### src/rtl/wbs_pkg.sv
package wbs_pkg;

    typedef enum logic [2:0] {
        ST_IDLE = 3'd0,
        ST_FILL = 3'd1,
        ST_REQ  = 3'd2,
        ST_WAIT = 3'd3,
        ST_BSTR = 3'd4,
        ST_PASS = 3'd5
    } wbs_state_e;

    localparam logic [1:0] CMD_WRITE = 2'b01;

    // size code to byte count; codes above 4 clamp to the largest burst
    function automatic logic [8:0] burst_bytes(input logic [2:0] code);
        logic [2:0] k;
        k = (code > 3'd4) ? 3'd4 : code;
        return 9'(9'd8 << k);
    endfunction

endpackage

### src/rtl/wbs_size_decode.sv
module wbs_size_decode #(
    parameter int DATA_W    = 32,
    parameter int BUF_BYTES = 16,
    parameter int BEAT_W    = 6
) (
    input  logic [2:0]        size_code,
    output logic [BEAT_W-1:0] beats,
    output logic              fits
);
    localparam int BPB = DATA_W / 8;

    logic [8:0] nbytes;

    always_comb begin
        nbytes = wbs_pkg::burst_bytes(size_code);
        beats  = BEAT_W'(nbytes / 9'(BPB));
        fits   = (32'(nbytes) <= 32'(BUF_BYTES));
    end

endmodule

### src/rtl/wbs_wbuf.sv
module wbs_wbuf #(
    parameter int DATA_W = 32,
    parameter int DEPTH  = 4
) (
    input  logic              clk,
    input  logic              rst_n,
    input  logic              clr,
    input  logic              wr_en,
    input  logic [DATA_W-1:0] wdata,
    input  logic              rd_en,
    output logic [DATA_W-1:0] rdata
);
    localparam int PTR_W = (DEPTH > 1) ? $clog2(DEPTH) : 1;
    localparam int LVL_W = $clog2(DEPTH + 1);

    typedef struct packed {
        logic [DEPTH-1:0][DATA_W-1:0] mem;
        logic [PTR_W-1:0]             wp;
        logic [PTR_W-1:0]             rp;
        logic [LVL_W-1:0]             lvl;
    } buf_t;

    buf_t buf_d, buf_q;

    function automatic logic [PTR_W-1:0] bump(input logic [PTR_W-1:0] p);
        return (32'(p) == DEPTH - 1) ? '0 : PTR_W'(p + 1'b1);
    endfunction

    always_comb begin
        buf_d = buf_q;
        if (clr) begin
            buf_d.wp  = '0;
            buf_d.rp  = '0;
            buf_d.lvl = '0;
        end else begin
            if (wr_en) begin
                buf_d.mem[buf_q.wp] = wdata;
                buf_d.wp            = bump(buf_q.wp);
            end
            if (rd_en) begin
                buf_d.rp = bump(buf_q.rp);
            end
            buf_d.lvl = LVL_W'(buf_q.lvl + LVL_W'(wr_en) - LVL_W'(rd_en));
        end
    end

    always_ff @(posedge clk or negedge rst_n) begin
        if (!rst_n) buf_q <= '0;
        else        buf_q <= buf_d;
    end

    assign rdata = buf_q.mem[buf_q.rp];


    no_overflow_chk: assert property (@(posedge clk) disable iff (!rst_n)
        (wr_en && !clr) |-> (32'(buf_q.lvl) < DEPTH));


    no_underflow_chk: assert property (@(posedge clk) disable iff (!rst_n)
        (rd_en && !clr) |-> (buf_q.lvl != '0));

endmodule

### src/rtl/wbs_backoff.sv
module wbs_backoff #(
    parameter int RETRY_W = 8
) (
    input  logic               clk,
    input  logic               rst_n,
    input  logic               load,
    input  logic [RETRY_W-1:0] load_val,
    output logic               expired
);
    typedef struct packed {
        logic [RETRY_W-1:0] cnt;
    } tmr_t;

    tmr_t tmr_d, tmr_q;

    always_comb begin
        tmr_d = tmr_q;
        if (load)                 tmr_d.cnt = load_val;
        else if (tmr_q.cnt != '0) tmr_d.cnt = RETRY_W'(tmr_q.cnt - 1'b1);
    end

    always_ff @(posedge clk or negedge rst_n) begin
        if (!rst_n) tmr_q <= '0;
        else        tmr_q <= tmr_d;
    end

    assign expired = (tmr_q.cnt == '0);

endmodule

### src/rtl/wbs_master_wrapper.sv
module wbs_master_wrapper #(
    parameter int ADDR_W    = 32,
    parameter int DATA_W    = 32,
    parameter int BUF_BYTES = 16,
    parameter int ID_W      = 4,
    parameter int MID_W     = 3,
    parameter int MASTER_ID = 2,
    parameter int RETRY_W   = 8
) (
    input  logic               clk,
    input  logic               rst_n,
    input  logic               core_req_valid,
    output logic               core_req_ready,
    input  logic [ADDR_W-1:0]  core_addr,
    input  logic [2:0]         core_size,
    input  logic [ID_W-1:0]    core_cmd_id,
    input  logic               core_wdata_valid,
    input  logic [DATA_W-1:0]  core_wdata,
    output logic               core_wdata_ready,
    output logic               bus_req,
    output logic [1:0]         bus_cmd,
    output logic [ADDR_W-1:0]  bus_addr,
    output logic [2:0]         bus_size,
    output logic [ID_W-1:0]    bus_cmd_id,
    output logic [MID_W-1:0]   bus_mid,
    input  logic               bus_ack,
    input  logic               bus_nack,
    input  logic [RETRY_W-1:0] bus_retry,
    output logic               bus_wvalid,
    output logic [DATA_W-1:0]  bus_wdata,
    output logic               bus_wlast
);
    import wbs_pkg::*;

    localparam int BPB       = DATA_W / 8;
    localparam int MAX_BEATS = 128 / BPB;
    localparam int BEAT_W    = $clog2(MAX_BEATS + 1);
    localparam int BUF_BEATS = BUF_BYTES / BPB;
    localparam int BUF_DEPTH = (BUF_BEATS < 1) ? 1 : BUF_BEATS;

    typedef struct packed {
        wbs_state_e        st;
        logic [BEAT_W-1:0] total;
        logic [BEAT_W-1:0] cnt;
        logic [ADDR_W-1:0] addr;
        logic [2:0]        size;
        logic [ID_W-1:0]   cid;
        logic              buffered;
    } ctl_t;

    ctl_t ctl_d, ctl_q;

    logic [BEAT_W-1:0]  dec_beats;
    logic               dec_fits;
    logic               buf_clr, buf_wr, buf_rd;
    logic [DATA_W-1:0]  buf_rdata;
    logic               tmr_load, tmr_expired;
    logic [RETRY_W-1:0] tmr_val;
    logic               last_beat;

    wbs_size_decode #(
        .DATA_W   (DATA_W),
        .BUF_BYTES(BUF_BYTES),
        .BEAT_W   (BEAT_W)
    ) size_dec_i (
        .size_code(core_size),
        .beats    (dec_beats),
        .fits     (dec_fits)
    );

    wbs_wbuf #(
        .DATA_W(DATA_W),
        .DEPTH (BUF_DEPTH)
    ) wbuf_i (
        .clk  (clk),
        .rst_n(rst_n),
        .clr  (buf_clr),
        .wr_en(buf_wr),
        .wdata(core_wdata),
        .rd_en(buf_rd),
        .rdata(buf_rdata)
    );

    wbs_backoff #(
        .RETRY_W(RETRY_W)
    ) backoff_i (
        .clk     (clk),
        .rst_n   (rst_n),
        .load    (tmr_load),
        .load_val(tmr_val),
        .expired (tmr_expired)
    );

    assign last_beat = (ctl_q.cnt == BEAT_W'(ctl_q.total - 1'b1));

    always_comb begin
        ctl_d            = ctl_q;
        core_req_ready   = 1'b0;
        core_wdata_ready = 1'b0;
        bus_req          = 1'b0;
        bus_wvalid       = 1'b0;
        bus_wdata        = '0;
        bus_wlast        = 1'b0;
        buf_clr          = 1'b0;
        buf_wr           = 1'b0;
        buf_rd           = 1'b0;
        tmr_load         = 1'b0;
        tmr_val          = RETRY_W'(bus_retry - 1'b1);

        unique case (ctl_q.st)
            ST_IDLE: begin
                core_req_ready = 1'b1;
                if (core_req_valid) begin
                    ctl_d.addr     = core_addr;
                    ctl_d.size     = core_size;
                    ctl_d.cid      = core_cmd_id;
                    ctl_d.total    = dec_beats;
                    ctl_d.cnt      = '0;
                    ctl_d.buffered = dec_fits;
                    buf_clr        = 1'b1;
                    ctl_d.st       = dec_fits ? ST_FILL : ST_REQ;
                end
            end
            ST_FILL: begin
                core_wdata_ready = 1'b1;
                if (core_wdata_valid) begin
                    buf_wr    = 1'b1;
                    ctl_d.cnt = BEAT_W'(ctl_q.cnt + 1'b1);
                    if (last_beat) begin
                        ctl_d.cnt = '0;
                        ctl_d.st  = ST_REQ;
                    end
                end
            end
            ST_REQ: begin
                bus_req = 1'b1;
                if (bus_ack) begin
                    ctl_d.cnt = '0;
                    ctl_d.st  = ctl_q.buffered ? ST_BSTR : ST_PASS;
                end else if (bus_nack && (bus_retry != '0)) begin
                    tmr_load = 1'b1;
                    ctl_d.st = ST_WAIT;
                end
            end
            ST_WAIT: begin
                if (tmr_expired) ctl_d.st = ST_REQ;
            end
            ST_BSTR: begin
                bus_wvalid = 1'b1;
                bus_wdata  = buf_rdata;
                bus_wlast  = last_beat;
                buf_rd     = 1'b1;
                ctl_d.cnt  = BEAT_W'(ctl_q.cnt + 1'b1);
                if (last_beat) ctl_d.st = ST_IDLE;
            end
            ST_PASS: begin
                core_wdata_ready = 1'b1;
                bus_wvalid       = core_wdata_valid;
                bus_wdata        = core_wdata;
                bus_wlast        = core_wdata_valid && last_beat;
                if (core_wdata_valid) begin
                    ctl_d.cnt = BEAT_W'(ctl_q.cnt + 1'b1);
                    if (last_beat) ctl_d.st = ST_IDLE;
                end
            end
            default: ctl_d.st = ST_IDLE;
        endcase
    end

    always_ff @(posedge clk or negedge rst_n) begin
        if (!rst_n) begin
            ctl_q    <= '0;
            ctl_q.st <= ST_IDLE;
        end else begin
            ctl_q <= ctl_d;
        end
    end

    assign bus_cmd    = CMD_WRITE;
    assign bus_addr   = ctl_q.addr;
    assign bus_size   = ctl_q.size;
    assign bus_cmd_id = ctl_q.cid;
    assign bus_mid    = MID_W'(MASTER_ID);


    one_outstanding_chk: assert property (@(posedge clk) disable iff (!rst_n)
        (core_req_valid && core_req_ready) |=> !core_req_ready);


    release_after_last_chk: assert property (@(posedge clk) disable iff (!rst_n)
        (bus_wvalid && bus_wlast) |=> core_req_ready);


    backoff_start_chk: assert property (@(posedge clk) disable iff (!rst_n)
        (bus_req && bus_nack && !bus_ack && (bus_retry != '0)) |=> !bus_req);


    zero_retry_chk: assert property (@(posedge clk) disable iff (!rst_n)
        (bus_req && bus_nack && !bus_ack && (bus_retry == '0)) |=> bus_req);


    ack_wins_chk: assert property (@(posedge clk) disable iff (!rst_n)
        (bus_req && bus_ack) |=> (!bus_req && (bus_wvalid || core_wdata_ready)));


    fields_hold_chk: assert property (@(posedge clk) disable iff (!rst_n)
        (bus_req && !bus_ack) |=> ($stable(bus_addr) && $stable(bus_size) && $stable(bus_cmd_id)));


    no_data_during_req_chk: assert property (@(posedge clk) disable iff (!rst_n)
        !(bus_req && core_wdata_ready));


    stream_gapless_chk: assert property (@(posedge clk) disable iff (!rst_n)
        (ctl_q.st == ST_BSTR && !bus_wlast) |=> bus_wvalid);

endmodule

### config.mk
export PLATFORM = sky130hd
export DESIGN_NAME = wbs_master_wrapper
export DESIGN_NICKNAME = d
export VERILOG_FILES = /design/src/rtl/wbs_pkg.sv /design/src/rtl/wbs_size_decode.sv /design/src/rtl/wbs_wbuf.sv /design/src/rtl/wbs_backoff.sv /design/src/rtl/wbs_master_wrapper.sv
export SDC_FILE = /design/constraint.sdc
export NUM_CORES = 1
export LEC_CHECK = 0
export BUFFER_PORTS_ARGS = -buffer_cell sky130_fd_sc_hd__buf_2
export CORE_MARGIN = 2
export CORE_UTILIZATION = 51
export CTS_CLUSTER_SIZE = 20
export DETAILED_ROUTE_END_ITERATION = 6
export PLACE_DENSITY = 0.77
export SYNTH_ARGS = -nofsm -noshare
export SYNTH_HDL_FRONTEND = slang
export SYNTH_SLANG_ARGS = --single-unit
### constraint.sdc
create_clock -name clk -period 3.1 [get_ports clk]
set_input_delay 0.62 -clock clk [delete_from_list [all_inputs] [get_ports clk]]
set_output_delay 0.62 -clock clk [all_outputs]
set_load 0.005 [all_outputs]
Word-level counts from Yosys, hierarchy flattened. Cells that the tools add are included.

Memory bits (read-only): 0. Output and inout bits: 81. Logic and storage cells: 104. RAM bits: 0. Memories: 0. Input bits: 85. Bits in latches: 0. Bits in registers: 198.

$add $sub $neg: 8. Eq/ne operators: 15. Bitwise logic cells: 1. Muxes and demuxes: 43. $mul: 0. Divide/modulo/power cells: 0. Reduce and logical (&&, ||, !) cells: 16. $lt $le $gt $ge: 5. Shift operators: 1.

Operators with widths (count): bitwise mux 128 bit (1); binary-select mux 32 bit (select 2 bit) (1); demux 32 bit (select 2 bit) (1); 2-to-1 mux 32 bit (2); one-hot mux 32 bit (2 select lines) (1); 2-to-1 mux 55 bit (1); one-hot mux 6 bit (5 select lines) (1); 2-to-1 mux 3 bit (8); 2-to-1 mux 6 bit (4); one-hot mux 3 bit (6 select lines) (1); 2-to-1 mux 8 bit (2); nonzero test 8 bit (2); subtractor 8 x 1 -> 8 bit (second input constant) (2); 2-to-1 mux 1 bit (12); 2-to-1 mux 2 bit (5); != test 2 bit (second input constant) (5); <= comparator 9 x 5 -> 1 bit (second input constant) (1); << shifter 4 x 3 -> 9 bit (first input constant) (1); zero test 8 bit (1); 2-to-1 mux 7 bit (1); adder 6 x 1 -> 6 bit (second input constant) (1); equality test 3 x 2 -> 1 bit (second input constant) (2); equality test 3 bit (second input constant) (2); equality test 6 bit (1); 21 further kinds (30).

Depth between registers and ports, before layout. Gate-level depths: netlist of run 1.

Depth in word-level cells: 7. Mapped depth: 11. Depth with buffers taken out: 8.

Hierarchy. A second synthesis of run 1 with hierarchy kept.

Cell total of the unflattened synthesis: 735. Area, all modules: 10450.0 um^2.

By module, submodules not included: wbs_wbuf (times used 1, seq. area each 3303.2 um^2, cells an instance 332, area each 6452.4 um^2); wbs_master_wrapper (times used 1, seq. area each 1376.3 um^2, cells an instance 341, area each 3473.3 um^2); wbs_backoff (times used 1, seq. area each 200.2 um^2, cells an instance 54, area each 476.7 um^2); wbs_size_decode (times used 1, seq. area each 0.0 um^2, cells an instance 8, area each 47.5 um^2).

Worst setup path after synthesis of run 1. OpenSTA, ideal clock, no wires.

Path type: register to register. Start point: reg ctl_q[54] (netlist bit). End point: reg backoff_i.tmr_q[6] (netlist bit). Path slack: 0.141 ns. Data required time: 2.979 ns. Period minus slack after synthesis: 2.959 ns. Arrival time: 2.838 ns. Stages on the path, launching flop included: 12. Setup time: 0.121 ns. Path buffers: 3. Cell sequence: dfrtp_1 > buf_6 > or3b_1 > buf_2 > a211oi_4 > clkbuf_1 > mux2i_1 > ha_1 > nor3b_1 > nand2_1 > xor2_1 > a22o_1.

Longest elaborated chain between the ends: 3.

Ends and longest elaborated chain: start, declared (line wbs_master_wrapper.sv:51) `ctl_t ctl_d, ctl_q;`; start signal, assigned (line wbs_master_wrapper.sv:175) `ctl_q <= ctl_d;`; equality test 3 x 2 -> 1 bit * (line wbs_master_wrapper.sv:110) `unique case (ctl_q.st)`; 2-to-1 mux 1 bit * (line wbs_master_wrapper.sv:110); 2-to-1 mux 8 bit / nonzero test 2 bit (equally long branches); end signal, assigned (line wbs_backoff.sv:24) `else tmr_q <= tmr_d;`; end, declared (line wbs_backoff.sv:14) `tmr_t tmr_d, tmr_q;`.

Every way passes the cells marked *; elsewhere a longest branch is shown, timed or not. A chain may end at the register's enable or synchronous reset.

Final worst setup path of run 1.
Start point: reg ctl_q[53] (netlist bit). End point: reg backoff_i.tmr_q[6] (netlist bit).

The elaborated chain is that of the path after synthesis.

==> results of run 1 <==
-- worst paths after layout --
kind,startpoint,end,slack [ns],cells past startpoint
min in group clk,core_addr[27],bus_addr[27]$_DFFE_PN0P_,0.38,3
worst max register to register,ctl_q[53]$_DFFE_PN0P_,backoff_i.tmr_q[6]$_DFFE_PN0P_,0.26,8
worst min-delay path,rst_n,backoff_i.tmr_q[6]$_DFFE_PN0P_,0.17,1
max in group asynchronous,rst_n,wbuf_i.buf_q[3]$_DFFE_PN0P_,2.20,2
worst max-delay path,ctl_q[53]$_DFFE_PN0P_,backoff_i.tmr_q[6]$_DFFE_PN0P_,0.26,8
worst min register to register,bus_addr[5]$_DFFE_PN0P_,bus_addr[5]$_DFFE_PN0P_,0.47,2
-- registers in the layout (all words and copies together) (netlist names) --
signal / flops
bus_addr: 32
backoff_i.tmr_q: 8
bus_size: 3
bus_cmd_id: 4
wbuf_i.buf_q: 132
ctl_q: 15
-- routing by layer --
metal  global-route usage, %  vias up  share of wire [%]
met5                       0        -              0.060
met4                    5.74        2                1.0
met3                    5.85       17                6.4
met2                    34.5      183                 48
met1                    28.6     3195                 44
li1                        -     3010                  -
-- cell usage after synthesis (all sizes together) (7+ instances only) --
cell    instances  area (um2)
a21oi          42         210
buf            65         423
clkbuf         22        82.6
dfrtp         194        4850
ha              8         100
inv             9        33.8
mux2          131        1480
mux2i           8        80.1
mux4           32         721
nand2         201         754
nor2           16        60.1
o21ai          13        65.1
xor2            7        61.3
-- through the flow --
stage / power (uW) / hold slack [ns] / setup WS (ns)
3_5_place_dp: 8220 / 0.457 / 0.264
2_1_floorplan: 7300 / 0.324 / 0.141
4_1_cts: 10300 / 0.205 / 0.258
5_1_grt: 11000 / 0.209 / 0.0430
6_report: 10200 / 0.172 / 0.256
3_3_place_gp: 8060 / 0.453 / 0.357
-- worst max-delay path: stages, from the launching register on --
cell and delay [ns]:
dfrtp_1 0.48, or3b_1 0.52, a211oi_4 0.45, mux2i_1 0.26
ha_1 0.22, nor3b_1 0.33, nand2_1 0.12, xor2_1 0.15
a22o_1 0.21
-- layout make-up --
class	instances	share of cell area, %
diodes	1	0.0232
clock buffers	18	4.07
clock inverters	14	1.12
well taps	229	2.65
repair buffers	180	9.47
multi-input cells	527	37.3
flip-flops and latches	194	45.0
inverters	10	0.348
-- power by group through the flow --
stage / registers, uW / logic (uW) / clock network (uW)
after floorplan: 4180 / 3120 / 0
after global placement: 4350 / 3710 / 0
after detailed placement: 4400 / 3820 / 0
after CTS: 4370 / 3830 / 2140
after global routing: 4520 / 4210 / 2240
final: 4370 / 3770 / 2090
-- kinds of logic (layout without fill, tap and decap cells) --
logic type      count (synthesis)  after routing  synth area share (%)
simple gates                  252            252                  11.0
flops                         194            194                  51.6
mux                           171            171                  24.2
buf+inv                        97            222                  5.77
compound gates                 78             78                  5.02
xor+xnor                       13             13                  1.21
fa+ha+maj                       8              8                  1.06
other cells                     2              6                0.0799
==> summary.md, run 1 <==
| Metric | Value |
|---|---|
| Status | finished, final reports clean |
| Clk buf depth | 2 |
| Post-CTS Resized | 0 |
| Mean Syn Cell Area | around 12 um2 |
| Routed vias | 6407 |
| All-layer global routing usage | 21.3% |
| Post-synth EDFFs | 0 |
| GRT overflow | 0 |
| Synth warn | 0 |
| Synth Register Bits | 194 |
| Multi-input logic area | 0.00403 mm2 |
| Asr flop ratio synth | 100% |
| F_max | 352 MHz |
| IO Pins | roughly 170 |
| Routed WL per cell | 17.1 um |
| Worst slew pin tran | 0.929 ns |
| Core ar. | around 0.018 mm2 |
| Post-synthesis sequential area ratio | 51.6% |
| Top FF cell, synth | dfrtp_1 |
| DP Wirelength | 13.4 mm |
| Peak VDD IR | 0.000576 V |
| Worst min-delay path class | in -> async |
| Largest net degree at the start of global routing | 67 |
| FILL cells | 1506 |
| Number of global-route vias before repair | 6378 |
| Num rows | 49 |
| Post-CTS Hold Buffers | 0 |
| Fin util | 59.9% |
| Worst-path clk slew | 0.07 ns |
| Die Footprint | 0.0195 mm2 |
| Arrival @ worst endpoint | 3.17 ns |
| Element type at the critical path start | flop |
| Pwr per Cell Area | 948 mW/mm2 |
| Finished Layout Cells | 1173 |
| Clock tree from TritonCTS | done |
| Final hold vios | 0 |
| Leak | 0.00518 uW |
| RSZ-0062 raised after global routing | no |
| First-pass GRT wire length | 32.8 mm |
| Relative slew slack | roughly 38% |
| Net Sw Power | 3400 uW |
| Reg power frac | between 40% and 50% |
| Worst EP required | 3.42 ns |
| Clock Latency Late Sink | 0.43 ns |
| Cells after synthesis | ~800 |
| Final setup violation count | 0 |
| Final non-filler cell area | between 0.01 and 0.015 mm2 |
| Gpl congestion | between 0.8 and 0.9 |
| Max-slew violation count | 0 |
| Die W | 140 um |
| Cell variety after synth | 50 |
| Proportion of power drawn by the clock network | 20.4% |
| Starting density of the core | 52.2% |
| CTS Root Cell | clkbuf_16 |
| Placed Instance Area | 0.0102 mm2 |
| Commonest cells after routing, fill and taps aside | nand2_1 (197), dfrtp_1 (193), buf_2 (159) |
| CP Capture Type | flop |
| H-Tree Depth | 4 |
| Max-cap violations | 0 |
| Clk_skew | 0.00956 ns |
| Final WL | 20.1 mm |
| Final #Nets | a little over 1k |
| Initial antenna violation count | 2 |
| P_int | 6840 uW |
| Area grow syn2layout | 14.8% |
| Die height | about 140 um |
| Switching Share | 33.2% |
| Placed cell count | between 1k and 1.5k |
| DR vias/cell | 5.46 |
| Syn Std Cell Area | 0.00940 mm2 |
| Final period utilization | between 90% and 100% |
| Critical path class | reg -> reg |
| Setup tns final | 0 ns |
| FF/Latch Area | 0.00486 mm2 |
| Share of cells above drive strength 1 | 40.5% |
| Most common cell after layout, fill and taps aside | nand2_1 |
| Logic pwr share | 36.9% |
| DRC violations left | 0 |
| Post-CTS Setup Bufs | 0 |
| TritonRoute pass-1 iters | 4 |
| CP Max Fanout | 9 |
| 1st-iter DRT viols | 332 |
| Antenna Violating Nets Remaining | 0 |
| Clock sinks | ~190 |
| Clock buffer count from CTS | 17 |
| Fin crit period | 2.84 ns |
| Buffers added on ports | 160 |
Power figures use the tool's default switching activity.
==> run 2, diff against run 1 <==
BUFFER_PORTS_ARGS = -buffer_cell sky130_fd_sc_hd__buf_4   (was -buffer_cell sky130_fd_sc_hd__buf_2)
==> run 2 against run 1 <==
Effect of this change: hold slack improved by 0.037 ns; global-route usage increased by 0.85 points; clock power increased by 5%; die area unchanged; count of clock-buffer cells in the layout increased by 1; utilization increased by 2.5 points; fmax decreased by 1.1%; sequential power increased by 2%; worst setup slack got worse by 0.032 ns; flip-flop and latch count unchanged; sequential share of layout area decreased by 1.8 points; clock skew decreased by 0.0025 ns; critical path type is now reg -> out; largest power group unchanged.
==> summary.md, run 2 (same netlist as run 1, synthesis figures left out) <==
| Metric | Value |
|---|---|
| Element type at the critical path start | flop |
| Critical path's slowest cell | dfrtp_2 |
| Multi-input logic area | 0.00403 mm2 (unchanged) |
| Worst slew pin tran | 0.983 ns (+0.0538 ns) |
| First-pass GRT wire length | 34.1 mm (+3.7%) |
| FF/Latch Area | 0.00486 mm2 (unchanged) |
| Max-cap violations | 0 (unchanged) |
| Hold Slack | 0.209 ns (+0.0367 ns) |
| Worst-path clk slew | 0.07 ns (about the same) |
| CP max stage delay | 0.74 ns (+0.22 ns) |
| Setup tns final | 0 ns (unchanged) |
| IO Pins | 166 (unchanged) |
| Post-CTS Setup Bufs | 0 (unchanged) |
| CP Max Fanout | 16 (+7) |
| 1st-iter DRT viols | 349 (+5.1%) |
| Area grow syn2layout | 19.5% |
| Clock sinks | 194 (unchanged) |
| Largest Register | wbuf_i.buf_q |
| Post-CTS Hold Buffers | 0 (unchanged) |
| Starting density of the core | 52.2% (unchanged) |
| Most common cell after layout, fill and taps aside | nand2_1 |
| Final period utilization | 92.8% (+1.0 points) |
| Clock buffer count from CTS | 17 (unchanged) |
| Reg-to-reg critical path endpoint | backoff_i.tmr_q[6]$_DFFE_PN0P_ |
| Reg2reg start | ctl_q[54]$_DFFE_PN0P_ |
| Finished Layout Cells | 1173 (unchanged) |
| Final WL | 20.6 mm (+2.6%) |
| Die Footprint | 0.0195 mm2 (unchanged) |
| Initial antenna violation count | 0 (-2) |
| Largest delay share family, worst path | flip-flops |
| Proportion of power drawn by the clock network | 20.7% (+0.3 points) |
| DP Wirelength | 13.6 mm (+2.0%) |
| Post-CTS Resized | 0 (unchanged) |
| Gpl congestion | 0.828 (-0.20%) |
| Largest net degree at the start of global routing | 81 (+21%) |
| Die W | 140 um (unchanged) |
| Worst path cell trace | buf_12, mux4_2, nand2_1, a21oi_1, buf_4 |
| Pwr per Cell Area | 948 mW/mm2 (about the same) |
| Clock tree from TritonCTS | done |
| Final #Nets | 1024 (+0.098%) |
| Reg2reg path depth | 8 (unchanged) |
| Fin crit period | 2.88 ns (+0.0320 ns) |
| Number of global-route vias before repair | 6509 (+2.1%) |
| Routed WL per cell | 17.6 um (+2.6%) |
| Worst min-delay path class | in -> async |
| CTS Root Cell | clkbuf_16 |
| Max-slew violation count | 0 (unchanged) |
| Placed cell count | 1141 (+0.088%) |
| Num rows | 49 (unchanged) |
| Reg2Reg Setup Slack | 0.34 ns (+0.08 ns) |
| Buffers added on ports | 160 (unchanged) |
| Peak VDD IR | 0.000482 V (-16%) |
| CP Capture Type | primary output |
| Final hold vios | 0 (unchanged) |
| P_int | 7230 uW (+5.7%) |
| Clock Latency Late Sink | 0.43 ns (about the same) |
| All-layer global routing usage | 22.1% (+0.85 points) |
| TritonRoute pass-1 iters | 5 (+1) |
| Commonest cells after routing, fill and taps aside | nand2_1 (197), dfrtp_1 (193), buf_4 (174) |
| WP buf/inv | 2 (+2) |
| # diodes | 0 (-1) |
| FILL cells | 1446 (-4.0%) |
| Clk buf depth | 2 (unchanged) |
| DRC violations left | 0 (unchanged) |
| Reg power frac | 41.7% (-1.0 points) |
| Status | finished, final reports clean |
| RSZ-0062 raised after global routing | no |
| Net Sw Power | 3430 uW (+0.91%) |
| Fin util | 62.3% (+2.5 points) |
| Die height | 140 um (unchanged) |
| GRT overflow | 0 (unchanged) |
| Final setup violation count | 0 (unchanged) |
| F_max | 348 MHz (-1.1%) |
| H-Tree Depth | 4 (unchanged) |
| Leak | 0.00530 uW (+2.2%) |
| Relative slew slack | 34.3% (-3.6 points) |
| Worst setup startpoint | wbuf_i.buf_q[3]$_DFFE_PN0P_ |
| Routed vias | 6345 (-0.97%) |
| Max reg flops | 132 (unchanged) |
| DR vias/cell | 5.41 (-0.97%) |
| Clk_skew | 0.00702 ns (-0.00254 ns) |
| Antenna Violating Nets Remaining | 0 (unchanged) |
| Worst EP required | 2.48 ns (-0.94 ns) |
| Arrival @ worst endpoint | 2.26 ns (-0.91 ns) |
| Logic pwr share | 37.7% (+0.8 points) |
| Switching Share | 32.2% (-1.0 points) |
| Share of cells above drive strength 1 | 40.5% (-0.043 points) |
| Critical path class | reg -> out |
| Core ar. | 0.0180 mm2 (unchanged) |
## run 2: power groups by stage
stage               Sequential, uW  Combinational, uW  Clock, uW
floorplan                     4180               3120          0
global placement              4400               3930          0
detailed placement            4470               4050          0
CTS                           4440               4080       2260
global route                  4580               4460       2360
finish                        4440               4010       2200
## run 2: worst max path at each step
stage | end | slack, ns | depth (start not counted)
2_1_floorplan | backoff_i.tmr_q[6]$_DFFE_PN0P_ | 0.14 | 11
3_3_place_gp | backoff_i.tmr_q[6]$_DFFE_PN0P_ | 0.38 | 8
3_5_place_dp | backoff_i.tmr_q[6]$_DFFE_PN0P_ | 0.35 | 8
4_1_cts | bus_wdata[13] | 0.16 | 5
5_1_grt | backoff_i.tmr_q[6]$_DFFE_PN0P_ | 0.05 | 8
6_report | bus_wdata[13] | 0.22 | 5
## run 2: metal layers
layer / track usage [%] / vias up / part of all wire (%)
met5: 0 / - / 0
met4: 5.47 / 0 / 0.99
met3: 5.20 / 17 / 5.8
met2: 36.8 / 176 / 49
met1: 29.7 / 3162 / 44
li1: - / 2990 / -
## run 2: area by class of cell
type	count	area share [%]
clock inverter	13	1.31
timing repair buffer	181	12.8
multi-input combinational	527	35.8
sequential	194	43.2
tap	229	2.55
inverter	10	0.334
clock buffer	19	3.94
## run 2: metrics by stage
stage	setup WS, ns	instance area, um2	total power, uW
final	0.224	11200	10700
after global routing	0.0523	11200	11400
after CTS	0.164	11200	10800
after detailed placement	0.353	10600	8520
after global placement	0.377	10600	8330
after floorplan	0.141	9420	7300
==> run 3, diff against run 2 <==
CORE_MARGIN = 4   (was 2)
==> run 3 against run 2 <==
Effect of this change: sequential share of layout area down 0.072 points; wire length up 0.60%; critical endpoint is now backoff_i.tmr_q[6]$_DFFE_PN0P_; power about the same; largest cell class unchanged; non-clock buffer count up 1; largest power group unchanged.
==> summary.md, run 3 (same netlist as run 1, synthesis figures left out) <==
| Metric | Value |
|---|---|
| Worst path cell trace | or3b_1, a211oi_4, mux2i_1, ha_1, nor3b_1, nand2_1, xor2_1, a22o_1 |
| Clock sinks | 194 (unchanged) |
| Die height | 144 um (+2.9%) |
| FILL cells | 1436 (-0.69%) |
| CP Max Fanout | 9 (-7) |
| GRT overflow | 0 (unchanged) |
| Clock buffer count from CTS | 17 (unchanged) |
| Starting density of the core | 52.2% (unchanged) |
| CTS Root Cell | clkbuf_16 |
| Final hold vios | 0 (unchanged) |
| Worst min-delay path class | in -> async |
| Element type at the critical path start | flop |
| Max-cap violations | 0 (unchanged) |
| CP max stage delay | 0.53 ns (-0.21 ns) |
| Pwr per Cell Area | 946 mW/mm2 (-0.21%) |
| Status | finished, final reports clean |
| Post-CTS Setup Bufs | 0 (unchanged) |
| Hold Slack | 0.193 ns (-0.0155 ns) |
| Num rows | 49 (unchanged) |
| DRC violations left | 0 (unchanged) |
| Reg power frac | 41.3% (-0.4 points) |
| RSZ-0062 raised after global routing | no |
| Antenna Violating Nets Remaining | 0 (unchanged) |
| Clk buf depth | 2 (unchanged) |
| P_int | 7230 uW (+0.13%) |
| All-layer global routing usage | 20.7% (-1.5 points) |
| Proportion of power drawn by the clock network | 21.1% (+0.4 points) |
| Logic pwr share | 37.6% (about the same) |
| Buffers added on ports | 160 (unchanged) |
| Reg-to-reg critical path endpoint | backoff_i.tmr_q[6]$_DFFE_PN0P_ |
| Net Sw Power | 3420 uW (-0.39%) |
| Gpl congestion | 0.847 (+2.3%) |
| Fin crit period | 2.84 ns (-0.0313 ns) |
| Most common cell after layout, fill and taps aside | nand2_1 |
| F_max | 352 MHz (+1.1%) |
| DP Wirelength | 13.8 mm (+1.4%) |
| # diodes | 0 (unchanged) |
| Critical path class | reg -> reg |
| Final #Nets | 1025 (+0.098%) |
| Clk_skew | 0.0114 ns (+0.00439 ns) |
| Reg2Reg Setup Slack | 0.26 ns (-0.08 ns) |
| Largest Register | wbuf_i.buf_q |
| 1st-iter DRT viols | 285 (-18%) |
| Routed vias | 6385 (+0.63%) |
| Largest net degree at the start of global routing | 73 (-9.9%) |
| Die Footprint | 0.0207 mm2 (+5.8%) |
| Worst slew pin tran | 0.902 ns (-0.0809 ns) |
| TritonRoute pass-1 iters | 4 (-1) |
| Final setup violation count | 0 (unchanged) |
| H-Tree Depth | 4 (unchanged) |
| Max-slew violation count | 0 (unchanged) |
| Fin util | 62.5% (+0.10 points) |
| Critical path's slowest cell | or3b_1 |
| Final period utilization | 91.8% (-1.0 points) |
| Share of cells above drive strength 1 | 40.4% (-0.043 points) |
| Die W | 144 um (+2.9%) |
| Arrival @ worst endpoint | 3.16 ns (+0.90 ns) |
| Switching Share | 32.1% (-0.11 points) |
| Final WL | 20.7 mm (+0.60%) |
| Relative slew slack | 39.7% (+5.4 points) |
| CP Capture Type | flop |
| Post-CTS Resized | 0 (unchanged) |
| IO Pins | 166 (unchanged) |
| First-pass GRT wire length | 33.7 mm (-1.2%) |
| Leak | 0.00532 uW (+0.32%) |
| Max reg flops | 132 (unchanged) |
| Core ar. | 0.0180 mm2 (unchanged) |
| Number of global-route vias before repair | 6505 (-0.061%) |
| DR vias/cell | 5.44 (+0.54%) |
| Reg2reg path depth | 8 (unchanged) |
| Worst-path clk slew | 0.07 ns (about the same) |
| Initial antenna violation count | 0 (unchanged) |
| Area grow syn2layout | 19.7% |
| Routed WL per cell | 17.7 um (+0.51%) |
| Setup tns final | 0 ns (unchanged) |
| Reg2reg start | ctl_q[54]$_DFFE_PN0P_ |
| Worst EP required | 3.42 ns (+0.94 ns) |
| Clock Latency Late Sink | 0.43 ns (about the same) |
| Clock tree from TritonCTS | done |
| Peak VDD IR | 0.000566 V (+17%) |
| Commonest cells after routing, fill and taps aside | nand2_1 (197), dfrtp_1 (193), buf_4 (175) |
| Post-CTS Hold Buffers | 0 (unchanged) |
## run 3: worst max-delay path: cells and delay by family, from the launching register on
family | cells | cell delay, ns
XOR/XNOR | 1 | 0.15
AO/OA/AOI/OAI | 2 | 0.62
multiplexers | 1 | 0.28
AND/OR/NAND/NOR | 3 | 1.00
adder cells (fa/ha/maj) | 1 | 0.23
flip-flops | 1 | 0.46
## run 3: metal layers
| layer | wire length (um) | vias to the layer above | share of wire, % | GRT usage [%] |
|---|---|---|---|---|
| met3 | 1110 | 15 | 5.4 | 5.06 |
| li1 | - | 2997 | - | - |
| met1 | 9190 | 3208 | 44 | 28.1 |
| met2 | 10200 | 165 | 49 | 34.3 |
| met4 | 187 | 0 | 0.90 | 4.26 |
| met5 | 0 | - | 0 | 0 |
## run 3: area by class of cell
| class | count | area (um2) | share of cell area, % |
|---|---|---|---|
| clock buffers | 21 | 460 | 4.09 |
| clock inverters | 11 | 141 | 1.26 |
| inverters | 10 | 37.5 | 0.333 |
| multi-input cells | 527 | 4030 | 35.8 |
| flip-flops and latches | 194 | 4860 | 43.1 |
| well taps | 229 | 287 | 2.55 |
| repair buffers | 182 | 1450 | 12.9 |
## run 3: how the worst max path moves through the flow
| stage | start | to |
|---|---|---|
| floorplan | ctl_q[54]$_DFFE_PN0P_ | backoff_i.tmr_q[6]$_DFFE_PN0P_ |
| global placement | ctl_q[54]$_DFFE_PN0P_ | backoff_i.tmr_q[6]$_DFFE_PN0P_ |
| detailed placement | ctl_q[54]$_DFFE_PN0P_ | backoff_i.tmr_q[6]$_DFFE_PN0P_ |
| CTS | ctl_q[54]$_DFFE_PN0P_ | backoff_i.tmr_q[6]$_DFFE_PN0P_ |
| global route | ctl_q[53]$_DFFE_PN0P_ | backoff_i.tmr_q[6]$_DFFE_PN0P_ |
| finish | ctl_q[54]$_DFFE_PN0P_ | backoff_i.tmr_q[6]$_DFFE_PN0P_ |
## run 3: stage by stage
stage / total power, uW / std cells / area (um2) / worst slack [ns]
floorplan: 7300 / 818 / 9420 / 0.141
global placement: 8310 / 1142 / 10700 / 0.348
detailed placement: 8490 / 1142 / 10700 / 0.212
CTS: 10800 / 1174 / 11300 / 0.195
global route: 11400 / 1174 / 11300 / 0.0405
finish: 10700 / 1174 / 11300 / 0.255
## run 3: power by group through the flow
stage / clock (uW) / combinational (uW) / sequential (uW)
3_5_place_dp: 0 / 4050 / 4430
3_3_place_gp: 0 / 3930 / 4380
2_1_floorplan: 0 / 3120 / 4180
6_report: 2240 / 4000 / 4400
5_1_grt: 2400 / 4440 / 4560
4_1_cts: 2300 / 4070 / 4400
